==> src/rtl/osp_pkg.sv <==
package osp_pkg;

    // Default width of the pulse-length counter, in bits.
    localparam int unsigned WIDTH_BITS = 16;

    // Number of synchronizer flops in front of the edge detector.
    localparam int unsigned SYNC_DEPTH = 2;

    // Synchronized view of the three control lines.
    typedef struct packed {
        logic a_n;
        logic b;
        logic clr_n;
    } ctl_t;

    // Idle levels: no launch pending, cancel released.
    localparam ctl_t CTL_IDLE = '{a_n: 1'b1, b: 1'b0, clr_n: 1'b1};

    // Per-cycle edge events.
    typedef struct packed {
        logic fall_a;
        logic rise_b;
        logic rise_clr;
    } edges_t;

    // Launch decode: each edge is gated by the levels of the other lines.
    function automatic logic launch_of(input ctl_t cur, input edges_t e);
        logic via_a;
        logic via_b;
        logic via_c;
        via_a = e.fall_a & cur.b;
        via_b = e.rise_b & ~cur.a_n;
        via_c = e.rise_clr & ~cur.a_n & cur.b;
        return cur.clr_n & (via_a | via_b | via_c);
    endfunction

endpackage

==> src/rtl/osp_sync.sv <==
module osp_sync #(
    parameter int unsigned N      = 3,
    parameter int unsigned STAGES = osp_pkg::SYNC_DEPTH,
    parameter logic [N-1:0] RST_VAL = '0
) (
    input  logic         clk_i,
    input  logic         rst_i,
    input  logic [N-1:0] d_i,
    output logic [N-1:0] q_o
);

    logic [N-1:0] stg [STAGES];

    for (genvar i = 0; i < STAGES; i++) begin : g_stg
        if (i == 0) begin : g_first
            always_ff @(posedge clk_i) begin
                if (rst_i) stg[i] <= RST_VAL;
                else       stg[i] <= d_i;
            end
        end else begin : g_next
            always_ff @(posedge clk_i) begin
                if (rst_i) stg[i] <= RST_VAL;
                else       stg[i] <= stg[i-1];
            end
        end
    end

    assign q_o = stg[STAGES-1];

endmodule

==> src/rtl/osp_edge.sv <==
module osp_edge
    import osp_pkg::*;
(
    input  logic   clk_i,
    input  logic   rst_i,
    input  ctl_t   cur_i,
    output edges_t edges_o,
    output logic   launch_o,
    output logic   clr_ok_o
);

    ctl_t prev;

    always_ff @(posedge clk_i) begin
        if (rst_i) prev <= CTL_IDLE;
        else       prev <= cur_i;
    end

    always_comb begin
        edges_o.fall_a   = prev.a_n & ~cur_i.a_n;
        edges_o.rise_b   = ~prev.b & cur_i.b;
        edges_o.rise_clr = ~prev.clr_n & cur_i.clr_n;
    end

    assign launch_o = launch_of(cur_i, edges_o);
    assign clr_ok_o = cur_i.clr_n;

    // A held high on both samples, or B held low on both: no launch.
    AST_BLOCKED_NO_LAUNCH: assert property (@(posedge clk_i) disable iff (rst_i)
        ((prev.a_n && cur_i.a_n) || (!prev.b && !cur_i.b)) |-> !launch_o);

endmodule

==> src/rtl/osp_timer.sv <==
module osp_timer #(
    parameter int unsigned CNT_W = osp_pkg::WIDTH_BITS
) (
    input  logic             clk_i,
    input  logic             rst_i,
    input  logic             launch_i,
    input  logic             clr_ok_i,
    input  logic [CNT_W-1:0] width_i,
    output logic             busy_o
);

    logic [CNT_W-1:0] cnt;
    logic [CNT_W-1:0] load_val;

    assign load_val = (width_i == '0) ? CNT_W'(1) : width_i;

    always_ff @(posedge clk_i) begin
        if (rst_i)             cnt <= '0;
        else if (!clr_ok_i)    cnt <= '0;
        else if (launch_i)     cnt <= load_val;
        else if (cnt != '0)    cnt <= cnt - CNT_W'(1);
    end

    assign busy_o = (cnt != '0);

    AST_CLR_EMPTIES: assert property (@(posedge clk_i) disable iff (rst_i)
        !clr_ok_i |=> (cnt == '0));

    AST_LOAD_WIDTH: assert property (@(posedge clk_i) disable iff (rst_i)
        (clr_ok_i && launch_i) |=>
            (cnt == (($past(width_i) == '0) ? CNT_W'(1) : $past(width_i))));

    AST_COUNT_DOWN: assert property (@(posedge clk_i) disable iff (rst_i)
        (clr_ok_i && !launch_i && cnt != '0) |=> (cnt == $past(cnt) - CNT_W'(1)));

    AST_RESET_EMPTIES: assert property (@(posedge clk_i)
        rst_i |=> (cnt == '0));

endmodule

==> src/rtl/osp_oneshot.sv <==
module osp_oneshot
    import osp_pkg::*;
#(
    parameter int unsigned CNT_W  = WIDTH_BITS,
    parameter int unsigned STAGES = SYNC_DEPTH
) (
    input  logic             clk_i,
    input  logic             rst_i,
    input  logic             a_n_i,
    input  logic             b_i,
    input  logic             clr_n_i,
    input  logic [CNT_W-1:0] width_i,
    output logic             q_o,
    output logic             qn_o
);

    localparam int unsigned NCTL = $bits(ctl_t);

    logic [NCTL-1:0] raw;
    logic [NCTL-1:0] synced;
    ctl_t            cur;
    edges_t          edges;
    logic            launch;
    logic            clr_ok;
    logic            busy;

    assign raw = {a_n_i, b_i, clr_n_i};

    osp_sync #(
        .N       (NCTL),
        .STAGES  (STAGES),
        .RST_VAL (CTL_IDLE)
    ) u_sync (
        .clk_i (clk_i),
        .rst_i (rst_i),
        .d_i   (raw),
        .q_o   (synced)
    );

    assign cur = ctl_t'(synced);

    osp_edge u_edge (
        .clk_i    (clk_i),
        .rst_i    (rst_i),
        .cur_i    (cur),
        .edges_o  (edges),
        .launch_o (launch),
        .clr_ok_o (clr_ok)
    );

    osp_timer #(
        .CNT_W (CNT_W)
    ) u_timer (
        .clk_i    (clk_i),
        .rst_i    (rst_i),
        .launch_i (launch),
        .clr_ok_i (clr_ok),
        .width_i  (width_i),
        .busy_o   (busy)
    );

    assign q_o  = busy;
    assign qn_o = ~busy;

    AST_RISE_NEEDS_LAUNCH: assert property (@(posedge clk_i) disable iff (rst_i)
        $rose(q_o) |-> $past(launch));

    AST_RESET_LOW: assert property (@(posedge clk_i)
        rst_i |=> !q_o);

    AST_EDGE_DRIVES_LAUNCH: assert property (@(posedge clk_i) disable iff (rst_i)
        (clr_ok && edges.rise_b && !cur.a_n) |=> q_o);

endmodule

==> config.mk <==
export PLATFORM = sky130hd
export DESIGN_NAME = osp_oneshot
export DESIGN_NICKNAME = d
export VERILOG_FILES = /design/src/rtl/osp_pkg.sv /design/src/rtl/osp_sync.sv /design/src/rtl/osp_edge.sv /design/src/rtl/osp_timer.sv /design/src/rtl/osp_oneshot.sv
export SDC_FILE = /design/constraint.sdc
export NUM_CORES = 1
export LEC_CHECK = 0
export BUFFER_PORTS_ARGS = -buffer_cell sky130_fd_sc_hd__buf_2
export CORE_MARGIN = 4
export CORE_UTILIZATION = 50
export CTS_BUF_LIST = sky130_fd_sc_hd__clkbuf_8
export CTS_CLUSTER_SIZE = 24
export DETAILED_ROUTE_END_ITERATION = 10
export MAX_ROUTING_LAYER = met4
export PLACE_DENSITY = 0.74
export SYNTH_ARGS = -nofsm -noshare
export SYNTH_HDL_FRONTEND = slang
export SYNTH_SLANG_ARGS = --single-unit
==> constraint.sdc <==
create_clock -name clk_i -period 2.5 [get_ports clk_i]
set_input_delay 0.25 -clock clk_i [delete_from_list [all_inputs] [get_ports clk_i]]
set_output_delay 0.25 -clock clk_i [all_outputs]
set_load 0.1 [all_outputs]
==> results by group, run 1 <==
Logic synthesis
  • Yosys warns: 0
  • Synthesized Nets: 158
  • Cells after Synth: 136
  • Post-Synthesis Mean Instance Area: 9.02 sq um
  • Post-synthesis register bit count: 25
  • Synth unique cells: 41
  • Main synth FF type: dfxtp_1
  • Register area share after synthesis: 40.8%
  • Ys async rst share: 0%
  • EDFF count, synth: 0
  • Cell area after synthesis: 1230 sq um

Clocking
  • Post_cts resized: 0
  • Clock transition at path regs: 0.09 ns
  • Clk Latency, worst-skew pair: 0.27 ns
  • CTS Buffer Depth: 2
  • Clock tree root driver cell: clkbuf_8
  • CTS tree: yes
  • Number of hold buffers added after cts: 0
  • Post-CTS Setup Inserts: 0
  • Clk sinks: 25
  • H-tree Lvls: 1
  • CTS Buf Count: 3

STA
  • WHS: 0.158 ns
  • Worst slew pin tran: 0.570 ns
  • RSZ-0062 raised after global routing: false
  • Fmax: 421 MHz
  • Max-slew violation count: 0
  • Setup violations, final: 0
  • Tcrit/Tclk final: 94.9%
  • Clock skew: 0.00276 ns
  • Slew Limit Headroom: 61.7%
  • Crit path time final: 2.37 ns
  • Final Hold Fails: 0
  • Setup ws final: 0.127 ns
  • Setup Total Neg Slack: 0 ns

Floorplanning
  • Core ar.: 2280 sq um
  • Die width: 57.5 um
  • Die area: 3310 sq um
  • IO Count: 23
  • Die extent in y: 57.5 um
  • Initial core utilization: 53.9%
  • Cell row count: 17

Final layout
  • Post-route cell area: 1420 sq um
  • Most frequent cells in the layout: 25 x dfxtp_1, 22 x buf_2, 9 x nand2_1, 9 x nand4_1
  • Reg area: 500 sq um
  • Most common cell after layout, fill and taps aside: dfxtp_1
  • # fillers: 208
  • Layout Nets: 182
  • Non-Filler Instances: 187
  • Share of cells above drive strength 1: 25.8%
  • Area Growth Syn to Fin: 15.8%
  • Area of the multi-input gates: 682 sq um
  • Antenna diodes: 0
  • Final core occ: 62.4%

Detailed routing
  • DRC Markers: 0
  • Drt pass-1 iters: 4
  • DR vias/cell: 6.18
  • Post-DRT Antenna Nets: 0
  • Detailed-route via count: 1156
  • Routed WL: 2900 um
  • DRC violation total after the first TritonRoute iteration: 40
  • Routed WL per cell: 15.5 um

Critical path
  • Setup crit end kind: output port
  • Worst Setup EP: qn_o
  • Worst R2R Start: u_timer.cnt[10]$_SDFFE_PP0P_
  • Crit-path max FO: 6
  • Critical path type: reg -> out
  • Setup crit start: u_timer.cnt[10]$_SDFFE_PP0P_
  • Reg2reg end: u_timer.cnt[1]$_SDFFE_PP0P_
  • Worst Path Required: 2.25 ns
  • R2r setup slk: 0.48 ns
  • Critical Path Start Type: register
  • Arr. time, crit path: 2.12 ns
  • R2R cell count: 5

Placed design
  • Placed cells: 183
  • Setup Slack @ Placement: 0.471 ns
  • Global placement routability congestion: 0.897
  • Post-DP HPWL: 2170 um
  • Port bufs: 22
  • Placed Area: 1370 sq um

Pwr
  • Peak supply drop: 915 uV
  • Clk network pwr share: 12.2%
  • Internal Power: 1.08 mW
  • PD cells: 1420 nW/um^2
  • Reg power frac: 32.0%
  • Switching portion of total power: 46.3%
  • Total power: 2.01 mW
  • Sw power: 0.933 mW
  • Logic pwr share: 55.8%
  • Pleak: 0.554 nW

Global route
  • Vias in the first global route: 1148
  • Largest net degree at the start of global routing: 16
  • First-pass GRT wire length: 5000 um
  • GRT overflow: 0
  • Total GRT Usage: 19.4%
  • Initial antenna violation count: 0

Worst hold path
  • Worst hold start: a_n_i
  • Hold WC Path Type: in -> reg

Status
  • Status: completed

Run
  • Max cap viols: 0
## critical path, stage by stage (launching register included)
cell	delay [ns]
dfxtp_1	0.36
nor4_1	0.53
and4_1	0.47
buf_2	0.49
## registers in the layout, indices dropped and copies added, names as in the netlist
| signal | cells |
|---|---|
| u_edge.prev | 3 |
| u_sync.stg | 6 |
| u_timer.cnt | 16 |
## metal layers
| metal | global-route usage (%) | routed length [um] |
|---|---|---|
| met5 | - | 0 |
| met4 | 8.28 | 63 |
| met3 | 4.52 | 234 |
| met2 | 31.0 | 1380 |
| met1 | 23.3 | 1220 |
## cell usage after synthesis (all sizes together), types with 2 or more instances
cell | number | area, sq um
inv | 3 | 13.8
nor3 | 6 | 30.0
or2 | 6 | 37.5
a31oi | 2 | 12.5
nor2 | 6 | 22.5
o31ai | 2 | 28.8
nand4 | 9 | 56.3
nand2 | 9 | 33.8
or3 | 3 | 18.8
xor2 | 8 | 70.1
clkbuf | 5 | 18.8
a21oi | 4 | 20.0
buf | 2 | 11.3
o211ai | 2 | 15.0
nand3 | 5 | 25.0
dfxtp | 25 | 500
nor2b | 4 | 25.0
o2bb2ai | 5 | 43.8
o21ai | 4 | 20.0
nor4 | 8 | 50.1
## cell type report
| class | count | area share, % |
|---|---|---|
| Multi-Input combinational cell | 101 | 48.0 |
| Sequential cell | 25 | 35.2 |
| Timing Repair Buffer | 26 | 9.87 |
| Clock buffer | 3 | 2.91 |
| Tap cell | 28 | 2.47 |
| Inverter | 3 | 0.969 |
| Clock inverter | 1 | 0.529 |
## kinds of logic (layout without fill, tap and decap cells)
family,count (synthesis),after routing,synth area share (%)
xor+xnor,9,9,6.43
mux,1,1,1.22
flops,25,25,40.8
simple gates,65,65,31.5
fa+ha+maj,1,1,1.02
buf+inv,10,33,3.57
compound gates,25,25,15.4
## how the worst min path moves through the flow
stage | cells past startpoint | to | slack [ns]
after global placement | 1 | u_sync.stg[1][2]$_SDFF_PP1_ | 0.39
after detailed placement | 1 | u_sync.stg[1][0]$_SDFF_PP1_ | 0.39
after floorplan | 1 | u_sync.stg[0][0]$_SDFF_PP1_ | 0.35
after CTS | 2 | u_sync.stg[0][2]$_SDFF_PP1_ | 0.15
after global routing | 2 | u_sync.stg[0][2]$_SDFF_PP1_ | 0.15
final | 2 | u_sync.stg[0][2]$_SDFF_PP1_ | 0.16
## power by group through the flow
| stage | clock, mW | sequential, mW | combinational, mW |
|---|---|---|---|
| 2_1_floorplan | 0 | 0.616 | 0.882 |
| 3_3_place_gp | 0 | 0.642 | 1.09 |
| 3_5_place_dp | 0 | 0.649 | 1.10 |
| 4_1_cts | 0.253 | 0.640 | 1.12 |
| 5_1_grt | 0.270 | 0.654 | 1.24 |
| 6_report | 0.245 | 0.644 | 1.12 |
Note: power is estimated with default switching activity, not from simulation.
==> inputs of run 2 (changes only) <==
- RECOVER_POWER: unset -> 100
- SLEW_MARGIN: unset -> 20
==> run 2 against run 1 <==
First-iteration DRC count down 20%; die area unchanged; global-route usage stayed put; highest routed layer unchanged; critical endpoint unchanged; clock-buffer cell count unchanged; sequential power about the same; via count is the same; total power is 1.8% lower.
==> results by group, run 2 (synthesis gave the netlist of run 1 again) <==
Status
  • Status: completed

Global route
  • Total GRT Usage: 19.4%
  • Initial antenna violation count: 0
  • First-pass GRT wire length: 5000 um
  • GRT overflow: 0
  • Largest net degree at the start of global routing: 16
  • Vias in the first global route: 1148

Clocking
  • CTS Buf Count: 3
  • Number of hold buffers added after cts: 0
  • Post_cts resized: 0
  • Clock transition at path regs: 0.09 ns
  • Post-CTS Setup Inserts: 0
  • Clk sinks: 25
  • CTS tree: yes
  • Clk Latency, worst-skew pair: 0.27 ns
  • CTS Buffer Depth: 2
  • H-tree Lvls: 1
  • Clock tree root driver cell: clkbuf_8

Critical path
  • Critical Path Start Type: register
  • Worst Path Required: 2.25 ns
  • Critical path type: reg -> out
  • CP cell instances: nor4_1 > and4_1 > buf_2
  • Critical Path Slowest Stage Cell: nor4_1
  • Crit-path max FO: 6
  • Arr. time, crit path: 2.13 ns
  • Setup crit end kind: output port
  • Delay of the slowest critical-path stage: 0.53 ns

Final layout
  • Layout Nets: 182
  • Most common cell after layout, fill and taps aside: dfxtp_1
  • Post-route cell area: 1410 sq um
  • # fillers: 211
  • Area of the multi-input gates: 678 sq um
  • Area Growth Syn to Fin: 15.1%
  • Regs by FF count: u_timer.cnt x16, u_sync.stg x6, u_edge.prev x3
  • Biggest register: u_timer.cnt
  • Most frequent cells in the layout: 25 x dfxtp_1, 20 x buf_2, 9 x nand2_1, 9 x nand4_1
  • Share of cells above drive strength 1: 23.9%
  • Reg area: 500 sq um
  • Max reg flops: 16
  • Antenna diodes: 0

Pwr
  • Pleak: 0.543 nW
  • Clk network pwr share: 12.4%
  • Logic pwr share: 55.0%
  • Peak supply drop: 916 uV
  • PD cells: 1400 nW/um^2
  • Switching portion of total power: 46.9%
  • Total power: 1.98 mW
  • Internal Power: 1.05 mW
  • Reg power frac: 32.6%
  • Sw power: 0.928 mW

Floorplanning
  • Die width: 57.5 um
  • IO Count: 23
  • Core ar.: 2280 sq um
  • Die area: 3310 sq um
  • Cell row count: 17
  • Initial core utilization: 53.9%
  • Die extent in y: 57.5 um

STA
  • Setup violations, final: 0
  • Max-slew violation count: 0
  • Crit path time final: 2.38 ns
  • Clock skew: 0.00228 ns
  • Fmax: 420 MHz
  • WHS: 0.158 ns
  • Tcrit/Tclk final: 95.3%
  • Setup Total Neg Slack: 0 ns
  • Final Hold Fails: 0
  • Worst slew pin tran: 0.565 ns
  • RSZ-0062 raised after global routing: false
  • Slew Limit Headroom: 62.1%

Run
  • Max cap viols: 0

Placed design
  • Post-DP HPWL: 2170 um
  • Placed Area: 1370 sq um
  • Port bufs: 22
  • Global placement routability congestion: 0.897

Detailed routing
  • DR vias/cell: 6.18
  • DRC Markers: 0
  • Drt pass-1 iters: 4
  • DRC violation total after the first TritonRoute iteration: 32
  • Routed WL: 2880 um
  • Detailed-route via count: 1156
  • Routed WL per cell: 15.4 um
  • Post-DRT Antenna Nets: 0

Worst hold path
  • Hold WC Path Type: in -> reg
==> run 2: cell types whose count changed in the layout (fill, tap and decap cells not counted) <==
cell and delta:
buf_2 -2, mux2_4 -1, mux2_1 +1, clkbuf_1 +2, clkbuf_2 +1, buf_4 -1
==> run 2: per-stage QoR <==
stage	utilization (%)	instances	setup slack, ns
2_1_floorplan	-	136	0.263
3_3_place_gp	60.3	183	0.510
3_5_place_dp	60.3	183	0.471
4_1_cts	62.4	187	0.141
5_1_grt	62.0	187	0.0164
6_report	62.0	187	0.117
==> run 2: area by class of cell <==
cell class	instances	area share (%)
Multi-Input combinational cell	101	48.0
Timing Repair Buffer	26	9.57
Inverter	3	0.975
Sequential cell	25	35.5
Clock buffer	3	2.93
Clock inverter	1	0.532
Tap cell	28	2.48
==> run 2: worst max-delay path, delay by kind of cell, from the launching register on <==
kind	cells	cell delay (ns)
buffers and inverters	1	0.49
flip-flops	1	0.36
AND/OR/NAND/NOR	2	1.00
==> run 2: power groups by stage <==
| stage | combinational [mW] | sequential (mW) | clock (mW) |
|---|---|---|---|
| after floorplan | 0.882 | 0.616 | 0 |
| after global placement | 1.09 | 0.642 | 0 |
| after detailed placement | 1.10 | 0.649 | 0 |
| after CTS | 1.12 | 0.640 | 0.253 |
| after global routing | 1.20 | 0.654 | 0.270 |
| final | 1.09 | 0.645 | 0.245 |
==> run 2: path summary, 6_finish.rpt <==
check                               start                     endpoint  slack [ns]  cells past startpoint
max          u_timer.cnt[10]$_SDFFE_PP0P_                         qn_o        0.12                      3
min                                 a_n_i  u_sync.stg[0][2]$_SDFF_PP1_        0.16                      2
max reg2reg  u_timer.cnt[10]$_SDFFE_PP0P_  u_timer.cnt[1]$_SDFFE_PP0P_        0.43                      5
min reg2reg   u_sync.stg[0][0]$_SDFF_PP1_  u_sync.stg[1][0]$_SDFF_PP1_        0.42                      1
==> run 2: layer usage <==
metal | GRT usage, % | vias up | part of all wire [%]
met5 | - | - | 0
met4 | 8.28 | 0 | 2.4
met3 | 4.52 | 8 | 7.9
met2 | 31.0 | 51 | 47
met1 | 23.3 | 544 | 42
li1 | - | 553 | -
==> inputs of run 3 (changes only) <==
- GPL_TIMING_DRIVEN: unset -> 0
==> run 3 against run 2 <==
Critical path depth is 4 higher; clock skew is 0.00060 ns higher; fmax hardly changed; wire length is 3.1% lower; die area stayed put; design area is 1.6% higher; utilization is 0.99 points higher; largest cell class unchanged.
==> results by group, run 3 (synthesis gave the netlist of run 1 again) <==
Status
  • Status: completed

STA
  • Setup Total Neg Slack: 0 ns
  • Tcrit/Tclk final: 95.3%
  • Slew Limit Headroom: 46.1%
  • Setup violations, final: 0
  • RSZ-0062 raised after global routing: false
  • Worst slew pin tran: 0.801 ns
  • Clock skew: 0.00288 ns
  • Crit path time final: 2.38 ns
  • Final Hold Fails: 0
  • Max-slew violation count: 0
  • Fmax: 420 MHz

Clocking
  • H-tree Lvls: 1
  • Clk Latency, worst-skew pair: 0.27 ns
  • CTS Buf Count: 3
  • CTS Buffer Depth: 2
  • Clk sinks: 25
  • Clock transition at path regs: 0.09 ns
  • Clock tree root driver cell: clkbuf_8
  • Number of hold buffers added after cts: 0
  • CTS tree: yes

Final layout
  • # fillers: 204
  • Final core occ: 63.0%
  • Regs by FF count: u_timer.cnt x16, u_sync.stg x6, u_edge.prev x3
  • Antenna diodes: 0
  • Post-route cell area: 1430 sq um
  • Max reg flops: 16
  • Share of cells above drive strength 1: 23.8%
  • Most frequent cells in the layout: 25 x dfxtp_1, 21 x buf_2, 9 x nand2_1, 9 x nand4_1
  • Area Growth Syn to Fin: 16.9%
  • Layout Nets: 187
  • Non-Filler Instances: 192
  • Biggest register: u_timer.cnt
  • Most common cell after layout, fill and taps aside: dfxtp_1

Global route
  • Largest net degree at the start of global routing: 16
  • GRT overflow: 0
  • First-pass GRT wire length: 4740 um
  • Initial antenna violation count: 0
  • Total GRT Usage: 18.5%
  • Vias in the first global route: 1080

Critical path
  • Setup crit end kind: output port
  • Critical Path Start Type: register
  • Crit-path max FO: 8
  • Critical path type: reg -> out
  • Arr. time, crit path: 2.13 ns
  • Worst Path Required: 2.25 ns

Detailed routing
  • Detailed-route via count: 1133
  • DRC Markers: 0
  • M1 wire length: 1210 um
  • Routed WL: 2790 um
  • Post-DRT Antenna Nets: 0
  • Met2 WL post-DR: 1360 um
  • Met3 routed WL: 204 um
  • Routed WL per cell: 14.5 um
  • Top Metal Used: met4
  • Drt pass-1 iters: 4
  • DRC violation total after the first TritonRoute iteration: 23
  • DR vias/cell: 5.90

Placed design
  • Post-DP HPWL: 2080 um
  • Placed Area: 1370 sq um
  • Port bufs: 22
  • Placed cells: 186
  • Global placement routability congestion: 0.911

Worst hold path
  • Hold WC Path Type: in -> reg

Floorplanning
  • IO Count: 23
  • Core ar.: 2280 sq um
  • Initial core utilization: 53.9%
  • Die width: 57.5 um
  • Die extent in y: 57.5 um
  • Cell row count: 17
  • Die area: 3310 sq um

Run
  • Max cap viols: 0

Pwr
  • Peak supply drop: 775 uV
  • PD cells: 1380 nW/um^2
  • Total power: 1.98 mW
  • Pleak: 0.551 nW
run 3: worst paths after layout:
| kind | depth (start not counted) | endpoint | slack (ns) | start |
|---|---|---|---|---|
| max | 7 | q_o | 0.12 | u_timer.cnt[0]$_SDFFE_PP0P_ |
| min | 2 | u_sync.stg[0][2]$_SDFF_PP1_ | 0.15 | a_n_i |
| max reg2reg | 8 | u_timer.cnt[1]$_SDFFE_PP0P_ | 0.38 | u_timer.cnt[0]$_SDFFE_PP0P_ |
| min reg2reg | 1 | u_sync.stg[1][0]$_SDFF_PP1_ | 0.42 | u_sync.stg[0][0]$_SDFF_PP1_ |
run 3: per-layer routing:
| layer | GRT usage (%) | vias to the layer above |
|---|---|---|
| li1 | - | 563 |
| met1 | 22.6 | 525 |
| met2 | 29.7 | 42 |
| met3 | 5.66 | 3 |
| met4 | 4.30 | 0 |
| met5 | - | - |
run 3: worst max-delay path, cell delays in order, from the launching register on:
cell	delay (ns)
dfxtp_1	0.41
inv_1	0.10
ha_1	0.26
nor4b_4	0.17
and4_1	0.21
buf_4	0.17
inv_4	0.10
buf_2	0.44
run 3: power breakdown:
part | internal (mW) | leakage (nW) | switching (mW) | total [mW]
sequential | 0.508 | 0.206 | 0.133 | 0.641
combinational | 0.444 | 0.323 | 0.647 | 1.09
clock | 0.113 | 0.0217 | 0.133 | 0.246
total | 1.06 | 0.551 | 0.913 | 1.98
run 3: repair_timing:
item                       CTS  global route
buffers inserted             0             2
resized for setup            0             1
setup endpoints to repair    0             2
run 3: layout make-up:
class | instances | area, sq um | share of cell area [%]
multi-input combinational | 101 | 678 | 47.3
sequential | 25 | 500 | 34.9
timing repair buffer | 24 | 128 | 8.90
clock buffer | 3 | 41.3 | 2.88
tap | 28 | 35.0 | 2.44
buffer | 7 | 30.0 | 2.09
inverter | 3 | 13.8 | 0.960
clock inverter | 1 | 7.51 | 0.524
run 3: per-stage QoR:
step / hold slack (ns) / worst slack [ns]
floorplan: 0.354 / 0.263
global placement: 0.393 / 0.390
detailed placement: 0.397 / 0.376
CTS: 0.152 / 0.0318
global route: 0.161 / 0.0311
finish: 0.154 / 0.118
